**config.mk**
```make
export PLATFORM = sky130hd
export DESIGN_NAME = pe_engine
export DESIGN_NICKNAME = d
export VERILOG_FILES = /design/src/rtl/pe_pkg.sv /design/src/rtl/pe_timer.sv /design/src/rtl/pe_guard.sv /design/src/rtl/pe_status.sv /design/src/rtl/pe_engine.sv
export SDC_FILE = /design/constraint.sdc
export NUM_CORES = 1
export LEC_CHECK = 0
export ABC_AREA = 1
export BUFFER_PORTS_ARGS = -buffer_cell sky130_fd_sc_hd__clkbuf_2
export CAP_MARGIN = 20
export CORE_AREA = 2 2 67 69
export DETAILED_ROUTE_END_ITERATION = 7
export DIE_AREA = 0 0 69 71
export MAX_ROUTING_LAYER = met4
export PLACE_DENSITY = 0.73
export SETUP_SLACK_MARGIN = 0.05
export SLEW_MARGIN = 5
export SYNTH_ARGS = -nofsm -noshare
export SYNTH_HDL_FRONTEND = slang
export SYNTH_SLANG_ARGS = --single-unit
```
**constraint.sdc**
```tcl
create_clock -name clk -period 2.2 [get_ports clk]
set_clock_uncertainty 0.05 [all_clocks]
set_input_delay 0.22 -clock clk [delete_from_list [all_inputs] [get_ports clk]]
set_output_delay 0.22 -clock clk [all_outputs]
set_load 0.005 [all_outputs]
```
**src/rtl/pe_pkg.sv**
```systemverilog
package pe_pkg;
    typedef enum logic [2:0] {
        S_IDLE, S_PROG, S_ERASE, S_LOCK,
        S_ESUSP, S_PSUSP, S_PROG_ES, S_ABORT
    } pe_state_t;

    localparam int SB_READY  = 7;
    localparam int SB_ESUSP  = 6;
    localparam int SB_REJECT = 4;
    localparam int SB_ENLOW  = 3;
    localparam int SB_PSUSP  = 2;

    localparam int T_PRG  = 0;
    localparam int T_ERS  = 1;
    localparam int T_ABT  = 2;
    localparam int NTIMER = 3;
endpackage

```
**src/rtl/pe_timer.sv**
```systemverilog
module pe_timer #(
    parameter int CW = 5
) (
    input  logic          clk,
    input  logic          rst_n,
    input  logic          load,
    input  logic [CW-1:0] load_val,
    input  logic          run,
    output logic          done
);
    logic [CW-1:0] cnt;

    always_ff @(posedge clk or negedge rst_n) begin
        if (!rst_n)
            cnt <= '0;
        else if (load)
            cnt <= load_val;
        else if (run && cnt != '0)
            cnt <= cnt - 1'b1;
    end

    assign done = run && (cnt == CW'(1));


    done_once_chk: assert property (@(posedge clk) disable iff (!rst_n)
        (done && !load) |=> !done);
endmodule

```
**src/rtl/pe_guard.sv**
```systemverilog
module pe_guard #(
    parameter int NBLK = 8,
    parameter int BW   = 3
) (
    input  logic          clk,
    input  logic          rst_n,
    input  logic [BW-1:0] blk,
    input  logic          hv_unlock,
    input  logic          set_one,
    input  logic [BW-1:0] set_blk,
    input  logic          clr_all,
    output logic          locked
);
    logic [NBLK-1:0] prot;

    always_ff @(posedge clk or negedge rst_n) begin
        if (!rst_n)
            prot <= '1;
        else if (clr_all)
            prot <= '0;
        else if (set_one)
            prot[set_blk] <= 1'b1;
    end

    assign locked = prot[blk] && !hv_unlock;


    prot_hold_chk: assert property (@(posedge clk) disable iff (!rst_n)
        (!set_one && !clr_all) |=> $stable(prot));
endmodule

```
**src/rtl/pe_status.sv**
```systemverilog
module pe_status (
    input  logic       clk,
    input  logic       rst_n,
    input  logic       clr,
    input  logic       set_rej,
    input  logic       set_enlow,
    input  logic       ready,
    input  logic       esusp,
    input  logic       psusp,
    output logic [7:0] stat
);
    logic rej_q, enlow_q;

    always_ff @(posedge clk or negedge rst_n) begin
        if (!rst_n) begin
            rej_q   <= 1'b0;
            enlow_q <= 1'b0;
        end else if (clr) begin
            rej_q   <= 1'b0;
            enlow_q <= 1'b0;
        end else begin
            if (set_rej)   rej_q   <= 1'b1;
            if (set_enlow) enlow_q <= 1'b1;
        end
    end

    always_comb begin
        stat            = '0;
        stat[7]         = ready;
        stat[6]         = esusp;
        stat[4]         = rej_q;
        stat[3]         = enlow_q;
        stat[2]         = psusp;
    end


    clr_chk: assert property (@(posedge clk) disable iff (!rst_n)
        clr |=> (stat[4] == 1'b0 && stat[3] == 1'b0));

    enlow_sticky_chk: assert property (@(posedge clk) disable iff (!rst_n)
        (stat[3] && !clr) |=> stat[3]);
endmodule

```
**src/rtl/pe_engine.sv**
```systemverilog
module pe_engine
    import pe_pkg::*;
#(
    parameter int NBLK      = 8,
    parameter int PROG_CYC  = 6,
    parameter int ERASE_CYC = 20,
    parameter int LOCK_CYC  = 4,
    parameter int ABORT_CYC = 5,
    localparam int BW       = (NBLK > 1) ? $clog2(NBLK) : 1
) (
    input  logic          clk,
    input  logic          rst_n,
    input  logic          hw_reset,
    input  logic          prog_en,
    input  logic          hv_unlock,
    input  logic          cmd_prog,
    input  logic          cmd_erase,
    input  logic          cmd_protect,
    input  logic          cmd_unprotect,
    input  logic          cmd_suspend,
    input  logic          cmd_resume,
    input  logic [BW-1:0] blk_addr,
    output logic          busy_pull,
    output logic [7:0]    status
);
    localparam int M1   = (PROG_CYC > ERASE_CYC) ? PROG_CYC : ERASE_CYC;
    localparam int M2   = (LOCK_CYC > ABORT_CYC) ? LOCK_CYC : ABORT_CYC;
    localparam int MAXC = (M1 > M2) ? M1 : M2;
    localparam int CW   = $clog2(MAXC + 1);

    pe_state_t state, nstate;
    logic [BW-1:0] op_blk;
    logic          lock_set;
    logic          cap_blk, lock_apply;
    logic          set_rej, set_enlow;
    logic          blk_locked, any_op, ers_sel_lock;
    logic [NTIMER-1:0] t_load, t_run, t_done;
    logic [CW-1:0]     t_val [NTIMER];

    assign any_op       = cmd_prog | cmd_erase | cmd_protect | cmd_unprotect;
    assign ers_sel_lock = !(cmd_erase && !cmd_prog);

    assign t_val[T_PRG] = CW'(PROG_CYC);
    assign t_val[T_ERS] = ers_sel_lock ? CW'(LOCK_CYC) : CW'(ERASE_CYC);
    assign t_val[T_ABT] = CW'(ABORT_CYC);

    assign t_run[T_PRG] = (state == S_PROG) || (state == S_PROG_ES);
    assign t_run[T_ERS] = (state == S_ERASE) || (state == S_LOCK);
    assign t_run[T_ABT] = (state == S_ABORT);

    genvar g;
    generate
        for (g = 0; g < NTIMER; g++) begin : g_tmr
            pe_timer #(.CW(CW)) u_tmr (
                .clk      (clk),
                .rst_n    (rst_n),
                .load     (t_load[g]),
                .load_val (t_val[g]),
                .run      (t_run[g]),
                .done     (t_done[g])
            );
        end
    endgenerate

    pe_guard #(.NBLK(NBLK), .BW(BW)) u_guard (
        .clk       (clk),
        .rst_n     (rst_n),
        .blk       (blk_addr),
        .hv_unlock (hv_unlock),
        .set_one   (lock_apply && lock_set),
        .set_blk   (op_blk),
        .clr_all   (lock_apply && !lock_set),
        .locked    (blk_locked)
    );

    // state register
    always_ff @(posedge clk or negedge rst_n) begin
        if (!rst_n) begin
            state    <= S_IDLE;
            op_blk   <= '0;
            lock_set <= 1'b0;
        end else begin
            state <= nstate;
            if (cap_blk) begin
                op_blk   <= blk_addr;
                lock_set <= cmd_protect;
            end
        end
    end

    // next state and strobes
    always_comb begin
        nstate     = state;
        t_load     = '0;
        cap_blk    = 1'b0;
        lock_apply = 1'b0;
        set_rej    = 1'b0;
        set_enlow  = 1'b0;
        unique case (state)
            S_IDLE: begin
                if (!hw_reset && any_op) begin
                    if (!prog_en) begin
                        set_enlow = 1'b1;
                    end else if (cmd_prog) begin
                        if (blk_locked) set_rej = 1'b1;
                        else begin
                            nstate        = S_PROG;
                            t_load[T_PRG] = 1'b1;
                            cap_blk       = 1'b1;
                        end
                    end else if (cmd_erase) begin
                        if (blk_locked) set_rej = 1'b1;
                        else begin
                            nstate        = S_ERASE;
                            t_load[T_ERS] = 1'b1;
                            cap_blk       = 1'b1;
                        end
                    end else begin
                        nstate        = S_LOCK;
                        t_load[T_ERS] = 1'b1;
                        cap_blk       = 1'b1;
                    end
                end
            end
            S_PROG: begin
                if (hw_reset) begin
                    nstate = S_ABORT; t_load[T_ABT] = 1'b1;
                end else if (t_done[T_PRG]) nstate = S_IDLE;
                else if (cmd_suspend)       nstate = S_PSUSP;
            end
            S_ERASE: begin
                if (hw_reset) begin
                    nstate = S_ABORT; t_load[T_ABT] = 1'b1;
                end else if (t_done[T_ERS]) nstate = S_IDLE;
                else if (cmd_suspend)       nstate = S_ESUSP;
            end
            S_LOCK: begin
                if (hw_reset) begin
                    nstate = S_ABORT; t_load[T_ABT] = 1'b1;
                end else if (t_done[T_ERS]) begin
                    nstate     = S_IDLE;
                    lock_apply = 1'b1;
                end
            end
            S_PROG_ES: begin
                if (hw_reset) begin
                    nstate = S_ABORT; t_load[T_ABT] = 1'b1;
                end else if (t_done[T_PRG]) nstate = S_ESUSP;
            end
            S_ESUSP: begin
                if (hw_reset) nstate = S_IDLE;
                else if (cmd_resume) nstate = S_ERASE;
                else if (cmd_prog) begin
                    if (!prog_en) set_enlow = 1'b1;
                    else if (blk_locked || blk_addr == op_blk) set_rej = 1'b1;
                    else begin
                        nstate        = S_PROG_ES;
                        t_load[T_PRG] = 1'b1;
                    end
                end
            end
            S_PSUSP: begin
                if (hw_reset) nstate = S_IDLE;
                else if (cmd_resume) nstate = S_PROG;
            end
            S_ABORT: begin
                if (t_done[T_ABT]) nstate = S_IDLE;
            end
        endcase
    end

    // outputs
    always_comb begin
        busy_pull = (state == S_PROG) || (state == S_ERASE) || (state == S_LOCK) ||
                    (state == S_PROG_ES) || (state == S_ABORT);
    end

    pe_status u_status (
        .clk       (clk),
        .rst_n     (rst_n),
        .clr       (hw_reset),
        .set_rej   (set_rej),
        .set_enlow (set_enlow),
        .ready     (!busy_pull),
        .esusp     ((state == S_ESUSP) || (state == S_PROG_ES)),
        .psusp     (state == S_PSUSP),
        .stat      (status)
    );


    idle_rst_chk: assert property (@(posedge clk) disable iff (!rst_n)
        ((state == S_IDLE || state == S_ESUSP || state == S_PSUSP) && hw_reset) |=> !busy_pull);

    abort_hold_chk: assert property (@(posedge clk) disable iff (!rst_n)
        (busy_pull && hw_reset && state != S_ABORT) |=> (state == S_ABORT && busy_pull));

    busy_ignore_chk: assert property (@(posedge clk) disable iff (!rst_n)
        (busy_pull && !hw_reset && any_op) |=> $stable(status[4:3]));

    enlow_chk: assert property (@(posedge clk) disable iff (!rst_n)
        (state == S_IDLE && !hw_reset && any_op && !prog_en) |=> (!busy_pull && status[3]));

    psusp_chk: assert property (@(posedge clk) disable iff (!rst_n)
        (state == S_PSUSP && !hw_reset && !cmd_resume) |=> (state == S_PSUSP && !busy_pull));
endmodule

```
==> impl_summary.log <==
INFO  metric outcome = completed
INFO  metric dr.first_iter.drc_count = 102
INFO  metric final_cells = 358
INFO  metric die_h = 71 um
INFO  metric crit_path_start_kind = flip-flop
INFO  metric setup.worst_path.class = reg2reg
INFO  metric syn_area = 0.002208 sq mm
INFO  metric synthSimpleGateAreaFrac = 34.28%
INFO  metric numCtsBuffers = 5
INFO  metric clock_latency = 0.28 ns
INFO  metric grt_util_all_layers = 19.64%
INFO  metric grt_setup_unrepaired = no
INFO  metric globalRouteMet3Util = 4.843%
INFO  metric grt_max_degree = 33
INFO  metric clock_slew_at_the_register_clock_pins_of_the_worst_setup_and_hold_paths = 0.07 ns
INFO  metric drv.max_cap_violation_count = 0
INFO  metric wl_per_cell = 11.77 um
INFO  metric worst_hold_path_type = in2reg
INFO  metric ios = 23
INFO  metric placedInstanceArea = 0.002295 sq mm
INFO  metric critPathLaunch = state[0]
INFO  metric critical-path-top-delay-family = simple AND/OR/NAND/NOR gates
INFO  metric mostFrequentLayoutCells = sky130_fd_sc_hd__nand2_1 (65), sky130_fd_sc_hd__inv_1 (50), sky130_fd_sc_hd__nand3_1 (25)
INFO  metric yosys_register_bits = 32
INFO  metric site_rows = 24
INFO  metric crit_path_max_fanout = 8
INFO  metric combinational_family_with_the_most_area_after_synthesis = simple AND/OR/NAND/NOR gates
INFO  metric yosys.area_share.adder = 5.099%
INFO  metric synthCells = 289
INFO  metric slowest_stage = sky130_fd_sc_hd__dfrtp_1
INFO  metric clkSinkCount = 32
INFO  metric first_pass_grt_wire_length = 7417 um
INFO  metric filler_cell_count = 424
INFO  metric power_density = 1162 mW/mm^2
INFO  metric synthesized_area_fraction_occupied_by_ao_oa_aoi_and_oai_cells = 6.572%
INFO  metric finalHoldViolations = 0
INFO  metric proportion_of_layout_cells_with_a_drive_suffix_above_1 = 18.63%
INFO  metric routed_wl = 4213 um
INFO  metric tightest_slew = 0.7974 ns
INFO  metric drtAntennaViolNets = 0
INFO  metric synth_cell_type_count = 34
INFO  metric area_delta_synth_final = 8.045%
INFO  metric arrival = 1.98 ns
INFO  metric clk_root_buffer_cell = sky130_fd_sc_hd__clkbuf_8
INFO  metric reg_to_reg_start = state[0]
INFO  metric hold_path.startpoint = cmd_protect
INFO  metric number_of_iterations_in_the_first_detailed_routing_pass = 4
INFO  metric ir_worst_vdd = 0.4961 mV
INFO  metric slowest_delay = 0.50 ns
INFO  metric final_period_minus_worst_setup_slack = 1.858 ns
INFO  metric number_of_endpoints_failing_setup_at_the_final_stage = 0
INFO  metric final_max_slew_viol_count = 0
INFO  metric multiplexer_share_of_the_synthesized_area = 0.5099%
INFO  metric ys_seq_area_share = 36.71%
INFO  metric design_area = 0.002386 sq mm
INFO  metric fp.coreArea = 0.004204 sq mm
INFO  metric place.port_buffers = 19
INFO  metric routed-via-count = 1814
INFO  metric most_common_cell_after_layout_fill_and_taps_aside = sky130_fd_sc_hd__nand2_1
INFO  metric detailedPlacementHpwl = 3260 um
INFO  metric remaining_drc_errors = 0
INFO  metric cp.required = 2.33 ns
INFO  metric timing.slew.headroom = 46.84%
INFO  metric leakage_power = 1.238 nW
INFO  metric cp_cell_sequence = nor2_1 > nand3_2 > nor2_2 > nand2_1 > nand2_1 > nand4_1 > inv_1 > nor2_1
INFO  metric ys_warn_count = 0
INFO  metric initial_core_util = 52.53%
INFO  metric design_power_total = 2.772 mW
INFO  metric most_utilized_layer_in_the_global_route_result = met2
INFO  metric grt_use_met1 = 24.07%
INFO  metric fin_tns_setup = 0 ns
INFO  metric grt_overflow = 0
INFO  metric crit_buf_inv = 1
INFO  metric max_clock_freq = 0.5383 GHz
INFO  metric antenna_found_initial = 0
INFO  metric post_synthesis_xor_xnor_area_fraction = 3.966%
INFO  metric num_antenna_cells = 0
INFO  metric dp_cells = 349
INFO  metric via_count_of_the_first_global_routing_pass = 1687
INFO  metric gp_congestion = 0.9595
INFO  metric fin_hold_ws = 0.1557 ns
INFO  metric max-clock-path-buffers = 2
INFO  metric avgSynthCellArea = 7.641 sq um
INFO  metric final_nets = 328
INFO  metric viasPerCell = 5.067
INFO  metric cts.htree.levels = 2
INFO  metric floorplan.die_area = 0.004899 sq mm
INFO  metric post_cts_resize_count = 0
INFO  metric fin_crit_sh = 84.44%
INFO  metric tritoncts = done
INFO  metric setup.worst_path.end_class = flip-flop
INFO  metric met2_usage = 31.09%
INFO  metric die_w = 69 um
## area by class of cell
class / count / area, sq um / share of cell area [%]
multi-input combinational: 193 / 1125 / 47.14
sequential: 32 / 810.8 / 33.98
inverter: 53 / 198.9 / 8.338
timing repair buffer: 20 / 105.1 / 4.405
clock buffer: 7 / 76.32 / 3.199
tap: 52 / 65.06 / 2.727
clock inverter: 1 / 5.005 / 0.2098
## per-stage QoR
stage          setup slack [ns]  utilization [%]
2_1_floorplan            0.6436                -
3_3_place_gp             0.3263            54.58
3_5_place_dp             0.2997            54.58
4_1_cts                  0.2904            56.76
5_1_grt                  0.1865            56.76
6_report                 0.3423            56.76
## layer usage
layer,wire (um),part of all wire (%)
met5,0,0
met4,78,1.9
met3,160,3.8
met2,2015,48
met1,1959,46
## flip-flops by register name, summed over array words and instances (netlist names)
| name | cells |
|---|---|
| g_tmr.u_tmr.cnt | 15 |
| u_guard.prot | 8 |
| op_blk | 3 |
| state | 3 |
| lock_set | 1 |
| u_status.enlow_q | 1 |
| u_status.rej_q | 1 |
## worst paths after layout
check / endpoint / slack [ns] / cells after the start
worst max-delay path: g_tmr[0].u_tmr.cnt[3] / 0.34 / 8
worst min-delay path: lock_set / 0.16 / 3
worst max register to register: g_tmr[0].u_tmr.cnt[3] / 0.34 / 8
worst min register to register: u_guard.prot[7] / 0.43 / 2
max in group asynchronous: lock_set / 1.09 / 2
min in group asynchronous: g_tmr[2].u_tmr.cnt[4] / 0.50 / 2
## tightest hold or removal path, cell delays in order
cell                       delay [ns]
sky130_fd_sc_hd__clkbuf_2        0.10
sky130_fd_sc_hd__nand3_1         0.08
sky130_fd_sc_hd__nand2_1         0.05
## repair_timing
item / CTS / global route
hold endpoints to repair: 17 / 0
hold buffers: 1 / 0
buffers inserted: 0 / 0
## kinds of logic after synthesis
logic type	after synthesis
other cells	1
xor+xnor	10
fa+ha+maj	9
simple gates	144
buf+inv	66
compound gates	26
mux	1
flops	32
## synth_stat cells, drive strengths merged
master / number / share of area, %
a21oi: 11 / 3.0
buf: 10 / 3.2
clkbuf: 3 / 0.51
conb: 1 / 0.17
dfrtp: 24 / 27
dfstp: 8 / 9.5
ha: 9 / 5.1
inv: 53 / 9.0
mux2: 1 / 0.51
nand2: 70 / 12
nand3: 29 / 7.5
nand3b: 1 / 0.34
nand4: 16 / 5.2
nor2: 19 / 4.3
nor3: 5 / 2.4
nor4: 2 / 1.5
o21ai: 13 / 2.9
o21bai: 1 / 0.34
o22ai: 1 / 0.28
or2: 2 / 0.57
xnor2: 5 / 2.0
xor2: 5 / 2.0
## report_power, final
| part | total (mW) | internal [mW] | switching (mW) |
|---|---|---|---|
| Sequential | 1.05 | 0.800 | 0.248 |
| Combinational | 1.29 | 0.505 | 0.786 |
| Clock | 0.434 | 0.222 | 0.212 |
| Total | 2.77 | 1.53 | 1.25 |
Note: power is estimated with default switching activity, not from simulation.
